[config.mk]
export PLATFORM = sky130hd
export DESIGN_NAME = pcm_frame_port
export DESIGN_NICKNAME = d
export VERILOG_FILES = /design/src/rtl/pcm_port_pkg.sv /design/src/rtl/pcm_edge_mon.sv /design/src/rtl/pcm_sync_watch.sv /design/src/rtl/pcm_slot_timer.sv /design/src/rtl/pcm_frame_port.sv
export SDC_FILE = /design/constraint.sdc
export NUM_CORES = 1
export LEC_CHECK = 0
export BUFFER_PORTS_ARGS = -buffer_cell sky130_fd_sc_hd__buf_4
export CAP_MARGIN = 20
export CORE_MARGIN = 2
export CORE_UTILIZATION = 45
export CTS_BUF_LIST = sky130_fd_sc_hd__clkbuf_4 sky130_fd_sc_hd__clkbuf_8 sky130_fd_sc_hd__clkbuf_16
export DETAILED_ROUTE_END_ITERATION = 8
export SETUP_SLACK_MARGIN = 0.3
export SYNTH_ARGS = -nofsm -noshare
export SYNTH_HDL_FRONTEND = slang
export SYNTH_SLANG_ARGS = --single-unit
[constraint.sdc]
create_clock -name clk -period 3.82 [get_ports clk]
set_input_delay 0.955 -clock clk [delete_from_list [all_inputs] [get_ports clk]]
set_output_delay 0.955 -clock clk [all_outputs]
set_load 0.005 [all_outputs]
[src/rtl/pcm_port_pkg.sv]
package pcm_port_pkg;

  typedef enum logic {
    FS_SHORT = 1'b0,
    FS_LONG  = 1'b1
  } fs_mode_e;

  // A sync seen on two or more rising bit-clock edges selects long timing.
  function automatic fs_mode_e mode_of_width(input int unsigned width);
    return (width >= 2) ? FS_LONG : FS_SHORT;
  endfunction

endpackage

[src/rtl/pcm_edge_mon.sv]
module pcm_edge_mon
  import pcm_port_pkg::*;
#(
  parameter int WIDTH_W = 4
) (
  input  logic clk,
  input  logic rst_n,
  input  logic bclk,
  input  logic fs,
  output logic step,
  output logic fall,
  output logic fs_rise,
  output logic pulse_end,
  output logic pulse_long
);
  localparam logic [WIDTH_W-1:0] WMAX = '1;

  logic               bclk_q;
  logic               fs_q;
  logic [WIDTH_W-1:0] wcnt;

  assign step       = bclk & ~bclk_q;
  assign fall       = ~bclk & bclk_q;
  assign fs_rise    = step & fs & ~fs_q;
  assign pulse_end  = step & ~fs & fs_q;
  assign pulse_long = (mode_of_width(int'(wcnt)) == FS_LONG);

  always_ff @(posedge clk) begin
    if (!rst_n) begin
      bclk_q <= 1'b0;
      fs_q   <= 1'b0;
      wcnt   <= '0;
    end else begin
      bclk_q <= bclk;
      if (step) begin
        fs_q <= fs;
        if (fs) wcnt <= !fs_q ? WIDTH_W'(1) : ((wcnt == WMAX) ? wcnt : wcnt + 1'b1);
      end
    end
  end


  pulse_width_nonzero_chk: assert property (@(posedge clk) disable iff (!rst_n)
    pulse_end |-> (wcnt != '0));

endmodule

[src/rtl/pcm_sync_watch.sv]
module pcm_sync_watch #(
  parameter int LIMIT = 1024
) (
  input  logic clk,
  input  logic rst_n,
  input  logic seen,
  output logic absent
);
  localparam int CW = $clog2(LIMIT + 1);

  logic [CW-1:0] idle_cnt;

  assign absent = (idle_cnt == CW'(LIMIT));

  always_ff @(posedge clk) begin
    if (!rst_n)       idle_cnt <= CW'(LIMIT);
    else if (seen)    idle_cnt <= '0;
    else if (!absent) idle_cnt <= idle_cnt + 1'b1;
  end


  sync_clears_absent_chk: assert property (@(posedge clk) disable iff (!rst_n)
    seen |=> !absent);

endmodule

[src/rtl/pcm_slot_timer.sv]
module pcm_slot_timer #(
  parameter int WORD_W = 8
) (
  input  logic                      clk,
  input  logic                      rst_n,
  input  logic                      enable,
  input  logic                      step,
  input  logic                      start,
  input  logic                      long_mode,
  output logic                      active,
  output logic [$clog2(WORD_W)-1:0] idx
);
  localparam int IDX_W = $clog2(WORD_W);
  localparam logic [IDX_W-1:0] LAST = IDX_W'(WORD_W - 1);

  logic pend;

  always_ff @(posedge clk) begin
    if (!rst_n || !enable) begin
      active <= 1'b0;
      pend   <= 1'b0;
      idx    <= '0;
    end else if (step) begin
      if (start && long_mode) begin
        active <= 1'b1;
        pend   <= 1'b0;
        idx    <= '0;
      end else if (start) begin
        active <= 1'b0;
        pend   <= 1'b1;
        idx    <= '0;
      end else if (pend) begin
        active <= 1'b1;
        pend   <= 1'b0;
        idx    <= '0;
      end else if (active) begin
        if (idx == LAST) active <= 1'b0;
        else             idx    <= idx + 1'b1;
      end
    end
  end


  window_closes_chk: assert property (@(posedge clk) disable iff (!rst_n)
    (enable && step && active && !start && idx == LAST) |=> !active);


  window_opens_on_sync_chk: assert property (@(posedge clk) disable iff (!rst_n)
    $rose(active) |-> ($past(start) || $past(pend)));

endmodule

[src/rtl/pcm_frame_port.sv]
module pcm_frame_port #(
  parameter int WORD_W     = 8,
  parameter int FRAME_CLKS = 512,
  parameter int PDN_HOLD   = 8,
  parameter int WIDTH_W    = 4
) (
  input  logic              clk,
  input  logic              rst_n,
  input  logic              pdn,
  input  logic              tx_bclk,
  input  logic              tx_fs,
  input  logic [WORD_W-1:0] tx_word,
  output logic              dx_data,
  output logic              dx_drive,
  input  logic              rx_bclk,
  input  logic              rx_fs,
  input  logic              dr,
  output logic [WORD_W-1:0] rx_word,
  output logic              dec_stb,
  output logic              long_mode,
  output logic              half_chan,
  output logic              running
);
  localparam int IDX_W   = $clog2(WORD_W);
  localparam int TIMEOUT = 2 * FRAME_CLKS;
  localparam int PDN_W   = $clog2(PDN_HOLD + 1);
  localparam int TXP     = 0;
  localparam int RXP     = 1;
  localparam logic [IDX_W-1:0] LAST = IDX_W'(WORD_W - 1);

  function automatic logic pick_msb_first(input logic [WORD_W-1:0] w,
                                          input logic [IDX_W-1:0] slot);
    return w[WORD_W - 1 - int'(slot)];
  endfunction

  logic [1:0]       bclk_v, fs_v, step_v, fall_v, fs_rise_v;
  logic [1:0]       pulse_end_v, pulse_long_v, absent_v, active_v;
  logic [IDX_W-1:0] idx_v [2];

  logic [PDN_W-1:0]  pdn_cnt;
  logic              down;
  logic              mode_q;
  logic [WORD_W-1:0] tx_hold, rx_shift, rx_hold, rx_word_q;
  logic              rx_valid, dec_stb_q;

  assign bclk_v = {rx_bclk, tx_bclk};
  assign fs_v   = {rx_fs, tx_fs};

  for (genvar p = 0; p < 2; p++) begin : g_path
    pcm_edge_mon #(.WIDTH_W(WIDTH_W)) u_edge (
      .clk(clk), .rst_n(rst_n), .bclk(bclk_v[p]), .fs(fs_v[p]),
      .step(step_v[p]), .fall(fall_v[p]), .fs_rise(fs_rise_v[p]),
      .pulse_end(pulse_end_v[p]), .pulse_long(pulse_long_v[p])
    );
    pcm_sync_watch #(.LIMIT(TIMEOUT)) u_watch (
      .clk(clk), .rst_n(rst_n), .seen(fs_rise_v[p]), .absent(absent_v[p])
    );
    pcm_slot_timer #(.WORD_W(WORD_W)) u_timer (
      .clk(clk), .rst_n(rst_n), .enable(!down), .step(step_v[p]),
      .start(fs_rise_v[p]), .long_mode(mode_q),
      .active(active_v[p]), .idx(idx_v[p])
    );
  end

  // Power-down: a level held high for PDN_HOLD clocks; a toggling input never gets there.
  assign down = (pdn_cnt == PDN_W'(PDN_HOLD));

  always_ff @(posedge clk) begin
    if (!rst_n || !pdn) pdn_cnt <= '0;
    else if (!down)     pdn_cnt <= pdn_cnt + 1'b1;
  end

  // Slot timing: transmit sync rules while present, receive sync otherwise.
  always_ff @(posedge clk) begin
    if (!rst_n)                                      mode_q <= 1'b0;
    else if (pulse_end_v[TXP] && !absent_v[TXP])     mode_q <= pulse_long_v[TXP];
    else if (pulse_end_v[RXP] && absent_v[TXP])      mode_q <= pulse_long_v[RXP];
  end

  // Transmit word is captured at the sync rise.
  always_ff @(posedge clk) begin
    if (!rst_n)                 tx_hold <= '0;
    else if (fs_rise_v[TXP])    tx_hold <= tx_word;
  end

  assign dx_drive = active_v[TXP];
  assign dx_data  = active_v[TXP] & pick_msb_first(tx_hold, idx_v[TXP]);

  // Receive shifter, hand-off register and decode strobe.
  always_ff @(posedge clk) begin
    if (!rst_n) begin
      rx_shift  <= '0;
      rx_hold   <= '0;
      rx_word_q <= '0;
      rx_valid  <= 1'b0;
      dec_stb_q <= 1'b0;
    end else if (down) begin
      rx_valid  <= 1'b0;
      dec_stb_q <= 1'b0;
    end else begin
      dec_stb_q <= fs_rise_v[RXP] && rx_valid;
      if (fs_rise_v[RXP]) begin
        if (rx_valid) rx_word_q <= rx_hold;
        rx_valid <= 1'b0;
      end
      if (fall_v[RXP] && active_v[RXP]) begin
        rx_shift <= {rx_shift[WORD_W-2:0], dr};
        if (idx_v[RXP] == LAST) begin
          rx_hold  <= {rx_shift[WORD_W-2:0], dr};
          rx_valid <= 1'b1;
        end
      end
    end
  end

  assign rx_word   = rx_word_q;
  assign dec_stb   = dec_stb_q;
  assign long_mode = mode_q;
  assign running   = !down && !(absent_v[TXP] && absent_v[RXP]);
  assign half_chan = !down && absent_v[TXP] && !absent_v[RXP];


  strobe_follows_rx_sync_chk: assert property (@(posedge clk) disable iff (!rst_n)
    dec_stb |-> $past(fs_rise_v[RXP]));


  strobe_single_cycle_chk: assert property (@(posedge clk) disable iff (!rst_n)
    dec_stb |=> !dec_stb);


  down_stops_drive_chk: assert property (@(posedge clk) disable iff (!rst_n)
    down |=> !dx_drive);


  down_needs_pdn_chk: assert property (@(posedge clk) disable iff (!rst_n)
    $rose(down) |-> $past(pdn));

endmodule

After elaboration in Yosys (flattened, before gate mapping):

Index checks and enable logic that the tools add are counted.

* flip-flop bits (word level): 82
* ROM bits: 0
* memories kept: 0
* word-level logic and storage cells: 142
* latch bits: 0
* RAM bits: 0

* shift-type cells: 0
* reductions and logical operators: 31
* equality and inequality tests: 13
* div/mod/pow operators: 0
* add/sub/neg operators: 8
* bitwise operators: 21
* $mul: 0
* order comparisons: 3
* mux-type cells: 42

Operators by type and width (number)
* 2-to-1 mux 11 bit: 4
* 2-to-1 mux 3 bit: 10
* 2-to-1 mux 1 bit: 23
* adder 11 x 1 -> 11 bit, second input constant: 2
* == test 11 bit, second input constant: 2
* AND reduction 3 bit: 6
* 2-to-1 mux 4 bit: 4
* adder 4 x 1 -> 4 bit, second input constant: 3
* bitwise AND 1 bit: 12
* == test 4 bit, second input constant: 3
* logical AND 1 bit: 10
* NOT 1 bit: 9
* >= comparator 4 x 2 -> 1 bit, second input constant: 2
* != test 4 x 1 -> 1 bit, second input constant: 2
* nonzero test 4 bit: 2
* adder 3 x 1 -> 3 bit, second input constant: 2
* == test 3 bit, second input constant: 2
* zero test 1 bit: 6
* OR reduction 2 bit: 3
* less-than comparator 4 x 5 -> 1 bit, second input constant: 1
* != test 2 x 1 -> 1 bit, second input constant: 2
* != test 2 bit, second input constant: 2
* subtractor 3 x 3 -> 4 bit, first input constant: 1
* binary-select mux 1 bit (select 3 bit): 1
* 3 further kinds: 4

Logic depth before layout (Yosys ltp):

* depth in word-level cells: 7
* mapped depth: 8
* mapped depth without buffers: 6

By module:

Synthesis repeated with hierarchy kept, for this count alone.

* cell total of the unflattened synthesis: 440
* area total of the unflattened synthesis: 3987.6 um2

By module, submodules not included
* pcm_frame_port: sequential area each 760.7 um2, times used 1, cells each 174, area each 1620.3 um2
* pcm_sync_watch: sequential area each 220.2 um2, times used 2, cells each 65, area each 568.0 um2
* pcm_edge_mon: sequential area each 120.1 um2, times used 2, cells each 39, area each 332.8 um2
* pcm_slot_timer: sequential area each 100.1 um2, times used 2, cells each 29, area each 282.8 um2

Worst setup path before layout:

Ideal clock, no wire load.

* kind: flip-flop to output port
* from: reg g_path[0].u_watch.idle_cnt[2]
* to: out half_chan
* data required time: 2865 ps
* buffers on the path: 0
* stages on the path, launching flop included: 4
* arrival time: 1170 ps
* path slack: 1695 ps
* path through: dfxtp_1 > nor4b_1 > nand4b_1 > nor3_1

* word-level cells in the longest chain between the ends: 3

RTL lines
* start: declaration: line pcm_sync_watch.sv:11 `logic [CW-1:0] idle_cnt;`
* start signal: assignment: line pcm_sync_watch.sv:16 `if (!rst_n) idle_cnt <= CW'(LIMIT);`
* start signal: assignment: line pcm_sync_watch.sv:18 `else if (!absent) idle_cnt <= idle_cnt + 1'b1;`
* == test 11 bit: line pcm_sync_watch.sv:13 `assign absent = (idle_cnt == CW'(LIMIT));`
* logical AND 1 bit (2 in series): line pcm_frame_port.sv:120 `assign half_chan = !down && absent_v[TXP] && !absent_v[RXP];`
* end: declaration: line pcm_frame_port.sv:21 `output logic half_chan,`

Every way passes these cells.

Final worst setup path:

* from: reg g_path[0].u_watch.idle_cnt[2]
* to: out running

* word-level cells in the longest chain between the ends: 4

RTL lines
* == test 11 bit: line pcm_sync_watch.sv:13
* logical AND 1 bit: line pcm_frame_port.sv:119 `assign running = !down && !(absent_v[TXP] && absent_v[RXP]);`
* zero test 1 bit: line pcm_frame_port.sv:119
* logical AND 1 bit: line pcm_frame_port.sv:119
* end: declaration: line pcm_frame_port.sv:22 `output logic running`

Every way passes these cells.

==> reports/results.txt <==
Outcome - finished clean
CTS sink count - 82
Post-Syn Area - 0.00359 mm^2
Max FO, Critical Path - 7
Worst Setup End Kind - output pin
Largest net degree at the start of global routing - 39
Antenna cells - 0
Crit share post-route - 72.4%
Synth area leader - dfxtp_1
Post-synth EDFFs - 0
First-pass GRT wire length - 11300 um
Die area - 0.00872 mm^2
RSZ-0062 raised after global routing - no
Finished Layout Cells - 521
Latest clock arrival within the worst-skew pair - 340 ps
Reg2reg path depth - 6
Data arrival, critical path - 1810 ps
Area share of the largest cell type after synthesis - 45.7%
#FFs+latches synth - 82
Detailed Place HPWL - 4610 um
Endpoints failing setup - 0
Vias in the first global route - 2479
CTS Buf Count - 9
Initial antenna violation count - 0
Minimum clock period - 2770 ps
Slew @ Worst Pin - 1040 ps
FF-to-FF setup slack - 1830 ps
H-tree depth - 3
Worst-path clk slew - 80 ps
Iter 0 DRT Violations - 66
Post-CTS Resized - 0
Launch point of the worst path - g_path[0].u_watch.idle_cnt[2]
Initial core utilization - 46.5%
Footprint of the multi-input gates - 0.00184 mm^2
Max Cap Violations - 0
Crit Path Class - reg2out
Top FF cell, synth - dfxtp_1
Layout Nets - 445
Post-Route WL - 6680 um
Setup_tns - 0 ps
Slew headroom - 29.6%
DRC Markers - 0
Clock skew - 9.98 ps
Worst vdd ir - 0.189 mV
Synth top area cells - dfxtp_1 (46%), mux2i_1 (6.4%), ha_1 (4.9%), nor2_1 (4.8%), a21oi_1 (4.5%)
Clk buf depth - 2
Die height - 93.4 um
Fillcell total - 731
Placed cells - 506
Post-cts hold buffer count - 0
Synthesized instance count - 389
Number of top-level pins - 30
Mapped Nets - 419
Synth Area per Inst - 9.24 um^2
IO buf count - 29
FF+latch area - 0.00164 mm^2
Critical path destination - running
Vias per inst - 5.19
Cell Rows - 32
GRT Util Overall - 16.3%
PD cells - 437 mW/mm^2
Post-synthesis async set-or-reset flop share - 0%
CTS Root Cell - clkbuf_8
Number of post-CTS setup repair buffers - 0
Post-route ant nets - 0
Via count - 2705
Avg WL per Cell - 12.8 um
Die W - 93.4 um
HP Class - reg2reg
Layout cells sized above 1 - 14.1%
Area delta synth->final - 14.0%
GPL Wtd Cong - 0.794
Peak Freq - 361 MHz
Top cells by count, synth - dfxtp_1 (82), nor2_1 (46), nand2_1 (36), a21oi_1 (32), mux2i_1 (23)
Top-count cell post-synth - dfxtp_1
R2R Path Start - pdn_cnt[0]
Register area share after synthesis - 45.7%
Drt first pass iters - 4
Hold Vio Cnt, Final - 0
CP startpoint kind - flop
GR Overflow Total - 0
Max-slew violation count - 0
Ys Warns - 0
CTS tree - done
Required @ worst endpoint - 2860 ps
Leakage power - 1.62 nW
R2r endpoint - rx_shift[1]
Core area - 0.00773 mm^2
Netlist cell types - 44
-- kinds of logic after synthesis --
kind of cell / after synthesis / synth area share, %
buffers and inverters: 30 / 3.34
flip-flops: 82 / 45.7
AND/OR/NAND/NOR: 166 / 24.7
adder cells (fa/ha/maj): 14 / 4.87
AO/OA/AOI/OAI: 49 / 8.04
multiplexers: 26 / 7.97
XOR/XNOR: 22 / 5.36
-- worst max-delay path, stage by stage (launching register included) --
cell and delay [ps]:
dfxtp_1 370, nor4b_1 300, nand4b_1 390, inv_1 190
a21oi_1 80, buf_4 150
-- sequential cells by signal, summed over array words and instances, names as in the netlist --
signal and count:
rx_shift 7, tx_hold 8, long_mode 1, g_path.u_timer.pend 2
g_path.u_timer.active 2, g_path.u_edge.wcnt 8, g_path.u_timer.idx 6, rx_hold 8
g_path.u_edge.fs_q 2, pdn_cnt 4, rx_valid 1, g_path.u_watch.idle_cnt 22
g_path.u_edge.bclk_q 2, rx_word 8, dec_stb 1
-- power breakdown --
group	switching [mW]	internal, mW	total (mW)	leakage (nW)
sequential	0.0389	0.882	0.921	0.664
clock	0.297	0.361	0.658	0.105
combinational	0.111	0.102	0.213	0.853
-- stage by stage --
step	setup WS [ps]	utilization, %	power (mW)	hold slack, ps	cell area, um^2
2_1_floorplan	1700	-	1.08	433	3590
3_3_place_gp	1300	50.3	1.15	448	3890
3_5_place_dp	1250	50.3	1.16	446	3890
4_1_cts	1010	53.0	1.82	457	4100
5_1_grt	885	53.0	1.88	479	4100
6_report	1050	53.0	1.79	454	4100
-- layout by cell type, fill, tap and decap left out, types with 15 or more instances in the layout --
master / n
dfxtp_1: 82
nor2_1: 46
nand2_1: 36
a21oi_1: 32
buf_4: 30
mux2i_1: 23
xor2_1: 18
nand3_1: 17
inv_1: 15
-- worst min path at each step --
stage	start	to	depth (start not counted)
after floorplan	tx_hold[1]	tx_hold[1]	2
after global routing	rx_hold[0]	rx_hold[0]	2
final	rx_hold[0]	rx_hold[0]	2
after CTS	rx_hold[0]	rx_hold[0]	2
after global placement	rx_hold[3]	rx_hold[3]	2
after detailed placement	rx_hold[0]	rx_hold[0]	2
-- final cells by class --
| type | count | area share, % |
|---|---|---|
| multi-input combinational | 277 | 44.9 |
| sequential | 82 | 40.1 |
| timing repair buffer | 30 | 5.50 |
| tap | 102 | 3.12 |
| clock buffer | 9 | 3.02 |
| clock inverter | 6 | 2.02 |
| inverter | 15 | 1.37 |
-- metal layers --
metal | GRT usage (%) | wire length [um] | part of all wire, % | up-vias
met1 | 21.4 | 3350 | 50 | 1263
met2 | 25.8 | 3070 | 46 | 32
li1 | - | - | - | 1404
met5 | 0 | 0 | 0 | -
met4 | 6.99 | 76 | 1.1 | 0
met3 | 3.46 | 183 | 2.7 | 6
Note: power is estimated with default switching activity, not from simulation.
